[config.mk]
export PLATFORM = sky130hd
export DESIGN_NAME = adc_seq_ctrl
export DESIGN_NICKNAME = d
export VERILOG_FILES = /design/src/rtl/adc_seq_pkg.sv /design/src/rtl/adc_ctl_decode.sv /design/src/rtl/adc_phase_timer.sv /design/src/rtl/adc_sar_stub.sv /design/src/rtl/adc_seq_ctrl.sv
export SDC_FILE = /design/constraint.sdc
export NUM_CORES = 1
export LEC_CHECK = 0
export ABC_AREA = 1
export BUFFER_PORTS_ARGS = -buffer_cell sky130_fd_sc_hd__buf_2
export CORE_MARGIN = 2
export CORE_UTILIZATION = 50
export CTS_BUF_LIST = sky130_fd_sc_hd__clkbuf_4
export DETAILED_ROUTE_END_ITERATION = 10
export GPL_ROUTABILITY_DRIVEN = 0
export PLACE_DENSITY = 0.85
export REMOVE_ABC_BUFFERS = 1
export SYNTH_ARGS = -nofsm -noshare
export SYNTH_HDL_FRONTEND = slang
export SYNTH_HIERARCHICAL = 1
export SYNTH_SLANG_ARGS = --single-unit
[constraint.sdc]
create_clock -name clk -period 2 [get_ports clk]
set_clock_uncertainty 0.1 [all_clocks]
set_input_delay 0 -clock clk [delete_from_list [all_inputs] [get_ports clk]]
set_output_delay 0 -clock clk [all_outputs]
set_load 0.05 [all_outputs]
[src/rtl/adc_seq_pkg.sv]
package adc_seq_pkg;
  typedef enum logic [1:0] {
    PH_IDLE    = 2'b00,
    PH_ACQ_INT = 2'b01,
    PH_ACQ_EXT = 2'b10,
    PH_CONV    = 2'b11
  } phase_t;

  typedef enum logic [1:0] {
    PWR_FULL = 2'b00,
    PWR_STBY = 2'b01,
    PWR_NORM = 2'b10
  } pwr_t;

  localparam int CTRL_W    = 8;
  localparam int CHAN_W    = 3;
  localparam int BIT_PWRHI = 7;
  localparam int BIT_PWRLO = 6;
  localparam int BIT_ACQ   = 5;
  localparam int BIT_SGL   = 4;
  localparam int BIT_UNI   = 3;
endpackage

[src/rtl/adc_ctl_decode.sv]
module adc_ctl_decode
  import adc_seq_pkg::*;
(
  input  logic              clk,
  input  logic              rst,
  input  logic              cs_n,
  input  logic              wr_n,
  input  logic              rd_n,
  input  logic [CTRL_W-1:0] din,
  output logic              wr_commit,
  output logic              rd_access,
  output pwr_t              pwr_state,
  output logic              clk_ext,
  output logic              acq_ext,
  output logic              single_ended,
  output logic              unipolar,
  output logic [CHAN_W-1:0] chan_sel
);
  logic wr_n_q;
  logic rd_n_q;

  assign wr_commit = !wr_n_q && wr_n && !cs_n;
  assign rd_access = rd_n_q && !rd_n && !cs_n;

  always_ff @(posedge clk) begin
    if (rst) begin
      wr_n_q <= 1'b1;
      rd_n_q <= 1'b1;
    end else begin
      wr_n_q <= wr_n;
      rd_n_q <= rd_n;
    end
  end

  always_ff @(posedge clk) begin
    if (rst) begin
      pwr_state    <= PWR_FULL;
      clk_ext      <= 1'b0;
      acq_ext      <= 1'b0;
      single_ended <= 1'b0;
      unipolar     <= 1'b0;
      chan_sel     <= '0;
    end else if (wr_commit) begin
      if (din[BIT_PWRHI]) begin
        pwr_state <= PWR_NORM;
        clk_ext   <= din[BIT_PWRLO];
      end else begin
        pwr_state <= din[BIT_PWRLO] ? PWR_STBY : PWR_FULL;
      end
      acq_ext      <= din[BIT_ACQ];
      single_ended <= din[BIT_SGL];
      unipolar     <= din[BIT_UNI];
      chan_sel     <= din[CHAN_W-1:0];
    end else if (rd_access && pwr_state != PWR_NORM) begin
      pwr_state <= PWR_NORM;
    end
  end
endmodule

[src/rtl/adc_phase_timer.sv]
module adc_phase_timer
  import adc_seq_pkg::*;
#(
  parameter int DATA_W      = 12,
  parameter int ACQ_CYCLES  = 3,
  parameter int CONV_CYCLES = DATA_W + 1
) (
  input  logic   clk,
  input  logic   rst,
  input  logic   wr_commit,
  input  logic   rd_access,
  input  logic   acqmod,
  input  logic   cfg_match,
  output phase_t phase,
  output logic   sar_load,
  output logic   sar_step,
  output logic   conv_done,
  output logic   irq_n,
  output logic   corrupt
);
  localparam int MAXC  = (ACQ_CYCLES > CONV_CYCLES) ? ACQ_CYCLES : CONV_CYCLES;
  localparam int CNT_W = $clog2(MAXC) + 1;
  localparam logic [CNT_W-1:0] ACQ_LAST  = CNT_W'(ACQ_CYCLES - 1);
  localparam logic [CNT_W-1:0] CONV_LAST = CNT_W'(CONV_CYCLES - 1);
  localparam logic [CNT_W-1:0] STEP_END  = CNT_W'(DATA_W);

  logic [CNT_W-1:0] cnt;
  logic             ends_ext;

  assign ends_ext = wr_commit && phase == PH_ACQ_EXT && !acqmod;

  always_comb begin
    sar_load = 1'b0;
    if (wr_commit) sar_load = ends_ext;
    else if (phase == PH_ACQ_INT && cnt == ACQ_LAST) sar_load = 1'b1;
  end

  assign conv_done = !wr_commit && phase == PH_CONV && cnt == CONV_LAST;
  assign sar_step  = !wr_commit && phase == PH_CONV && cnt < STEP_END;

  always_ff @(posedge clk) begin
    if (rst) begin
      phase   <= PH_IDLE;
      cnt     <= '0;
      irq_n   <= 1'b1;
      corrupt <= 1'b0;
    end else if (wr_commit) begin
      irq_n <= 1'b1;
      cnt   <= '0;
      if (ends_ext) begin
        phase   <= PH_CONV;
        corrupt <= !cfg_match;
      end else begin
        phase   <= acqmod ? PH_ACQ_EXT : PH_ACQ_INT;
        corrupt <= 1'b0;
      end
    end else begin
      if (rd_access) irq_n <= 1'b1;
      case (phase)
        PH_ACQ_INT: begin
          if (cnt == ACQ_LAST) begin
            phase <= PH_CONV;
            cnt   <= '0;
          end else begin
            cnt <= cnt + 1'b1;
          end
        end
        PH_CONV: begin
          if (cnt == CONV_LAST) begin
            phase <= PH_IDLE;
            cnt   <= '0;
            irq_n <= 1'b0;
          end else begin
            cnt <= cnt + 1'b1;
          end
        end
        default: cnt <= '0;
      endcase
    end
  end
endmodule

[src/rtl/adc_sar_stub.sv]
module adc_sar_stub #(
  parameter int DATA_W = 12
) (
  input  logic              clk,
  input  logic              rst,
  input  logic              load,
  input  logic              step,
  input  logic              done,
  input  logic [DATA_W-1:0] sample_word,
  output logic [DATA_W-1:0] result
);
  localparam int IDX_W = (DATA_W > 1) ? $clog2(DATA_W) : 1;
  localparam logic [IDX_W-1:0] TOP_IDX = IDX_W'(DATA_W - 1);

  logic [DATA_W-1:0] held;
  logic [DATA_W-1:0] approx;
  logic [DATA_W-1:0] trial;
  logic [IDX_W-1:0]  idx;

  assign trial = approx | (DATA_W'(1) << idx);

  always_ff @(posedge clk) begin
    if (rst) begin
      held   <= '0;
      approx <= '0;
      idx    <= TOP_IDX;
      result <= '0;
    end else begin
      if (load) begin
        held   <= sample_word;
        approx <= '0;
        idx    <= TOP_IDX;
      end else if (step) begin
        if (trial <= held) approx <= trial;
        idx <= idx - 1'b1;
      end
      if (done) result <= approx;
    end
  end
endmodule

[src/rtl/adc_seq_ctrl.sv]
module adc_seq_ctrl
  import adc_seq_pkg::*;
#(
  parameter int DATA_W     = 12,
  parameter int ACQ_CYCLES = 3
) (
  input  logic              clk,
  input  logic              rst,
  input  logic              cs_n,
  input  logic              wr_n,
  input  logic              rd_n,
  input  logic [7:0]        din,
  input  logic [DATA_W-1:0] sar_word,
  output logic [1:0]        pwr_state,
  output logic              clk_ext,
  output logic              acq_ext,
  output logic              single_ended,
  output logic              unipolar,
  output logic [2:0]        chan_sel,
  output logic [DATA_W-1:0] result,
  output logic              irq_n,
  output logic              corrupt
);
  localparam int CONV_CYCLES = DATA_W + 1;

  logic   wr_commit, rd_access;
  pwr_t   pwr_q;
  phase_t phase;
  logic   sar_load, sar_step, conv_done;
  logic   cfg_match;

  adc_ctl_decode u_dec (
    .clk(clk), .rst(rst), .cs_n(cs_n), .wr_n(wr_n), .rd_n(rd_n), .din(din),
    .wr_commit(wr_commit), .rd_access(rd_access), .pwr_state(pwr_q),
    .clk_ext(clk_ext), .acq_ext(acq_ext), .single_ended(single_ended),
    .unipolar(unipolar), .chan_sel(chan_sel)
  );

  assign pwr_state = pwr_q;
  assign cfg_match = din[BIT_SGL:0] == {single_ended, unipolar, chan_sel};

  adc_phase_timer #(
    .DATA_W(DATA_W), .ACQ_CYCLES(ACQ_CYCLES), .CONV_CYCLES(CONV_CYCLES)
  ) u_tmr (
    .clk(clk), .rst(rst), .wr_commit(wr_commit), .rd_access(rd_access),
    .acqmod(din[BIT_ACQ]), .cfg_match(cfg_match), .phase(phase),
    .sar_load(sar_load), .sar_step(sar_step), .conv_done(conv_done),
    .irq_n(irq_n), .corrupt(corrupt)
  );

  adc_sar_stub #(.DATA_W(DATA_W)) u_sar (
    .clk(clk), .rst(rst), .load(sar_load), .step(sar_step), .done(conv_done),
    .sample_word(sar_word), .result(result)
  );
endmodule

== Yosys cells after proc, flatten, opt, wreduce, memory -nomap -nowiden ==
Index checks and enable logic that the tools add are counted.

* Output and inout port bits: 23
* Bits in registers: 60
* Input port bits: 25
* Word-level logic and storage cells: 74

* Eq/ne operators: 9
* Muxes and demuxes: 19
* Order comparisons: 2
* Bitwise logic cells: 1
* Add/subtract/negate cells: 2
* Reduce and logical (&&, ||, !) cells: 24
* Shift-type cells: 1

{| class="wikitable"
|+ Operator list
! kind !! count
|-
| 2-bit 2-to-1 mux || 8
|-
| 12-bit less-or-equal comparator || 1
|-
| 12-bit OR || 1
|-
| 1-bit by 4-bit << shifter with 12-bit output, first input constant || 1
|-
| 1-bit logical AND || 11
|-
| 5-bit 2-to-1 mux || 2
|-
| 5-bit case mux with 2 select lines || 1
|-
| 1-bit 2-to-1 mux || 7
|-
| 1-bit logical NOT || 6
|-
| 3-bit by 2-bit inequality test with 1-bit output, second input constant || 2
|-
| 5-bit by 1-bit adder with 5-bit output, second input constant || 1
|-
| 5-bit by 2-bit == test with 1-bit output, second input constant || 1
|-
| 5-bit by 4-bit == test with 1-bit output, second input constant || 1
|-
| 5-bit == test || 1
|-
| 5-bit by 4-bit < comparator with 1-bit output, second input constant || 1
|-
| 2-bit == test, second input constant || 2
|-
| 2-bit case mux with 2 select lines || 1
|-
| 2-bit AND reduction || 2
|-
| 2-bit OR reduction || 2
|-
| 4-bit by 1-bit subtractor with 4-bit output, second input constant || 1
|-
| 3-bit AND reduction || 1
|-
| 3-bit nonzero test || 1
|-
| 2-bit by 1-bit == test with 1-bit output, second input constant || 1
|-
| 2-bit inequality test, second input constant || 1
|-
| 2-bit nonzero test || 1
|}

== Depth between registers and ports, before layout ==
* Depth in word-level cells: 7
* Depth in mapped cells: 17
* Gate-level depth less buffers: 16

== Hierarchy ==
Netlist, hierarchy kept.

{| class="wikitable"
|+ Modules (own cells, without submodules)
! module !! cells an instance !! instances !! area an instance (µm²) !! sequential area each (µm²)
|-
| adc_sar_stub || 236 || 1 || 1893.1 || 800.8
|-
| adc_phase_timer || 71 || 1 || 514.2 || 180.2
|-
| adc_ctl_decode || 57 || 1 || 429.2 || 220.2
|-
| adc_seq_ctrl || 16 || 1 || 76.3 || 0.0
|}

== Worst setup path after synthesis ==
Ideal clock, no wire load.

* Path type: register to register
* From: register u_sar.idx[0]
* To: register u_sar.approx[0]
* Setup slack: -0.001 ns
* Data arrival time: 1.784 ns
* Library setup time: 0.117 ns
* Data required time: 1.783 ns
* Period minus slack after synthesis: 2.001 ns
* Path buffers: 1
* Stages on the path, launching flop included: 16
* Cell sequence: dfxtp_1 > inv_1 > ha_1 > nand2_1 > o21ai_0 > ha_1 > nand2_1 > inv_1 > nand2_1 > nor2_2 > nand2_1 > nand3_1 > nand2_1 > nand2_2 > buf_6 > a21oi_2

* Cells in the longest elaborated chain, start to end: 4

{| class="wikitable"
|+ Ends and longest elaborated chain
! element !! RTL line !! source
|-
| from (decl) || adc_sar_stub.sv:18 || <nowiki>logic [IDX_W-1:0] idx;</nowiki>
|-
| from (signal assigned) || adc_sar_stub.sv:35 || <nowiki>idx <= idx - 1'b1;</nowiki>
|-
| 1-bit by 4-bit << shifter with 12-bit output || adc_sar_stub.sv:20 || <nowiki>assign trial = approx | (DATA_W'(1) << idx);</nowiki>
|-
| 12-bit OR || adc_sar_stub.sv:20 ||
|-
| net u_sar.trial[10] || adc_sar_stub.sv:17 || <nowiki>logic [DATA_W-1:0] trial;</nowiki>
|-
| 12-bit less-or-equal comparator || adc_sar_stub.sv:34 || <nowiki>if (trial <= held) approx <= trial;</nowiki>
|-
| 2-bit AND reduction (no line) || -- ||
|-
| to (signal assigned) || adc_sar_stub.sv:34 ||
|-
| to (decl) || adc_sar_stub.sv:16 || <nowiki>logic [DATA_W-1:0] approx;</nowiki>
|}

The timed path passes the listed nets, and every way through them passes these cells.
A chain may end at the register's enable or synchronous reset.

== Worst setup path after layout ==
* From: register u_sar.idx[3]
* To: register u_sar.approx[3]

Same word-level chain as after synthesis.

==> impl_metrics.csv <==
group,metric,value,unit
status,status,"complete, but fails checks",
status,violations,"negative setup slack",
clock_tree,tritoncts,"done",
global_route,grt_pass1_wl,15200,um
route,drcViolationCount,0,
global_route,grt_max_degree,25,
pwr,pwr_density_cell,543,nW/um^2
logic_synthesis,async_reset_ff_frac,0,
logic_synthesis,muxShareOfSynthArea,0,
logic_synthesis,synth_compound_area_frac,0.166,
timing,whs,0.326,ns
route,ant_nets,0,
cells_and_area,utilization,0.761,
die,start_util,0.523,
route,via_per_inst,5.88,
die,die_y,80.3,um
setup_path,required,2.24,ns
clock_tree,clkTransAtPathRegs,0.10,ns
logic_synthesis,synthAdderAreaFrac,0.0859,
setup_path,endpoint_kind,"flip-flop",
route,post_drt_wl_per_cell,18.7,um
clock_tree,cts-root-buf,"clkbuf_4",
die,die_x,80.3,um
cells_and_area,antenna_cells,0,
clock_tree,cts_buffer_depth,2,
timing,fmax,0.440,GHz
clock_tree,cts_sinks,60,
die,die-area,6450,um^2
die,core,5570,um^2
cells_and_area,area_growth,45.7,%
min_path,min_path_type,"input pin to flip-flop",
timing,period_share,1.14,
global_route,antenna_found_initial,0,
logic_synthesis,synth_edf_count,0,
clock_tree,cts_buffers,9,
logic_synthesis,synthXorXnorAreaFrac,0.0150,
logic_synthesis,syn_inst,380,
placement,place_ws,-0.309,ns
placement,dp_hpwl,4560,um
setup_path,crit_chain,"clkinvlp_4 -> buf_4 -> o21ai_4 -> ha_4 -> a21oi_1 -> nor2_1 -> nor2_1 -> nand3_2 -> nand2_4 -> nand2_4 -> a21oi_2",
global_route,grt_pass1_vias,3118,
setup_path,cp.arrival,2.51,ns
timing,hold_viol,0,
timing,layout_min_cycle_time,2.27,ns
setup_path,cpPeakStageDelay,0.40,ns
setup_path,path_max_fanout,6,
logic_synthesis,netlist_area,2910,um^2
setup_path,path_class,"flip-flop to flip-flop",
global_route,grt_usage,0.312,
timing,slew_headroom,0.714,
logic_synthesis,yosys_warnings,6,
logic_synthesis,yosys.area_share.simple,0.225,
route,dr.first_iter.drc_count,358,
global_route,grt-ovfl-total,0,
pwr,p_leak,1.82,nW
die,num_rows,27,
placement,numPlacedInstances,505,
logic_synthesis,seq_area_frac_synth,0.412,
die,io_pins,48,
cells_and_area,stdcell_count,575,
route,totalWireLength,10700,um
route,route.vias.total,3382,
timing,setup_ws,-0.271,ns
logic_synthesis,avgSynthCellArea,7.67,um^2
timing,rsz0062_at_grt,"true",
setup_path,start_kind,"flip-flop",
timing,tightest_slew,0.428,ns
logic_synthesis,synth_top_family_by_area,"simple AND/OR/NAND/NOR gates",
setup_path,slowest_stage,"dfxtp_4",
route,drt_first_pass_iters,5,
logic_synthesis,ys_types,34,
cells_and_area,nNetsFinal,544,
logic_synthesis,synth-seq-cells,60,
pwr,max-vdd-ir-drop,0.354,mV
timing,setup_violations,14,
job,max-cap-violations,0,
logic_synthesis,synthFlopType,"dfxtp_1",
clock_tree,clock_latency,0.41,ns
cells_and_area,drive_above_1_share,0.342,
timing,maxSlewViolCount,0,
placement,port_buffers,47,
clock_tree,ctsHtreeMaxLevel,3,
[layout by cell type (no fill, tap or decap), types with 5 or more instances in the layout]
master          n
clkbuf_4       10
nand2_2         7
nand2_1        67
ha_4            9
dfxtp_1        54
nand2_4         8
nor2_1         44
inv_2           7
nand3_1         6
o21ai_2         6
dlygate4sd3_1  35
ha_1           11
o21ai_0         5
a21oi_1        15
a21oi_2        11
buf_2          47
buf_4          31
a211oi_1       21
inv_1          51
[power by group]
group,internal [mW],switching [mW]
registers,1.22,0.0226
logic,0.159,0.232
clock network,0.245,0.429
total,1.62,0.684
[per-stage QoR]
stage	total power [mW]	TNS [ns]	instance area [um^2]
finish	2.30	-3.01	4240
global route	2.37	-4.35	4240
CTS	2.22	-0.00623	4090
detailed placement	1.50	-3.73	3310
global placement	1.49	-1.93	3310
floorplan	1.41	-0.606	2870
[flip-flops by register name (all words and copies together), names as in the netlist]
| name | cells |
|---|---|
| u_sar/held | 12 |
| u_dec/clk_ext | 1 |
| u_dec/acq_ext | 1 |
| u_dec/pwr_state | 2 |
| u_dec/wr_n_q | 1 |
| u_tmr/cnt | 5 |
| u_dec/unipolar | 1 |
| u_sar/result | 12 |
| u_tmr/corrupt | 1 |
| u_dec/rd_n_q | 1 |
| u_sar/approx | 12 |
| u_sar/idx | 4 |
| u_tmr/phase | 2 |
| u_dec/single_ended | 1 |
| u_tmr/irq_n | 1 |
| u_dec/chan_sel | 3 |
[critical path, delay by kind of cell, from the launching register on]
kind            cells  cell delay, ns
fa+ha+maj           1            0.24
flops               1            0.40
simple gates        5            0.63
compound gates      3            0.47
buf+inv             2            0.36
[routing by layer]
layer	up-vias	share of wire	track usage
met3	97	0.092	0.0719
met4	0	0.075	0.208
met5	-	0	0
met1	1537	0.38	0.367
met2	283	0.45	0.506
li1	1465	-	-
[repair_timing]
item / 4_1_cts / 5_1_grt
pin swaps: 12 / 7
gates cloned: 2 / 1
endpoints found under the setup margin: 24 / 27
endpoints found under the hold margin: 28 / 0
hold buffers: 35 / 0
resized for setup: 61 / 26
setup buffers: 10 / 7
[logic make-up (layout without fill, tap and decap cells)]
| logic type | Yosys count | count (layout) |
|---|---|---|
| and+or+nand+nor | 151 | 152 |
| AOI/OAI and AO/OA | 72 | 72 |
| buffers and inverters | 72 | 194 |
| DFF | 60 | 60 |
| adders and majority gates | 20 | 20 |
| xor gates and xnor gates | 5 | 5 |
[area by class of cell]
cell class | count | area, um^2
clock buffers | 10 | 75.1
repair buffers | 115 | 841
flip-flops and latches | 60 | 1220
fillers | 335 | 1330
inverters | 62 | 248
multi-input cells | 249 | 1740
clock inverters | 5 | 20.0
repair inverters | 2 | 15.0
well taps | 72 | 90.1
[cells in the mapped netlist (all sizes together) (2+ instances only)]
cell type	count	area (um^2)
nor3	3	26.3
o21ai	15	78.8
nand4	4	25.0
xnor2	4	35.0
a21o	2	16.3
a21oi	27	180
nor2	49	194
o211ai	2	15.0
inv	62	233
clkbuf	7	26.3
nand2	82	330
dfxtp	60	1200
nand3	10	55.1
a211oi	23	173
buf	3	21.3
ha	20	250
[path summary, 6_finish.rpt]
kind	depth (start not counted)	startpoint	end	slack (ns)
min reg2reg	1	u_tmr/corrupt	u_tmr/corrupt	0.37
max reg2reg	11	u_sar/idx[3]	u_sar/approx[3]	-0.27
max	11	u_sar/idx[3]	u_sar/approx[3]	-0.27
min	4	sar_word[5]	u_sar/held[5]	0.33
No activity file was read; power rests on OpenSTA's default activity.
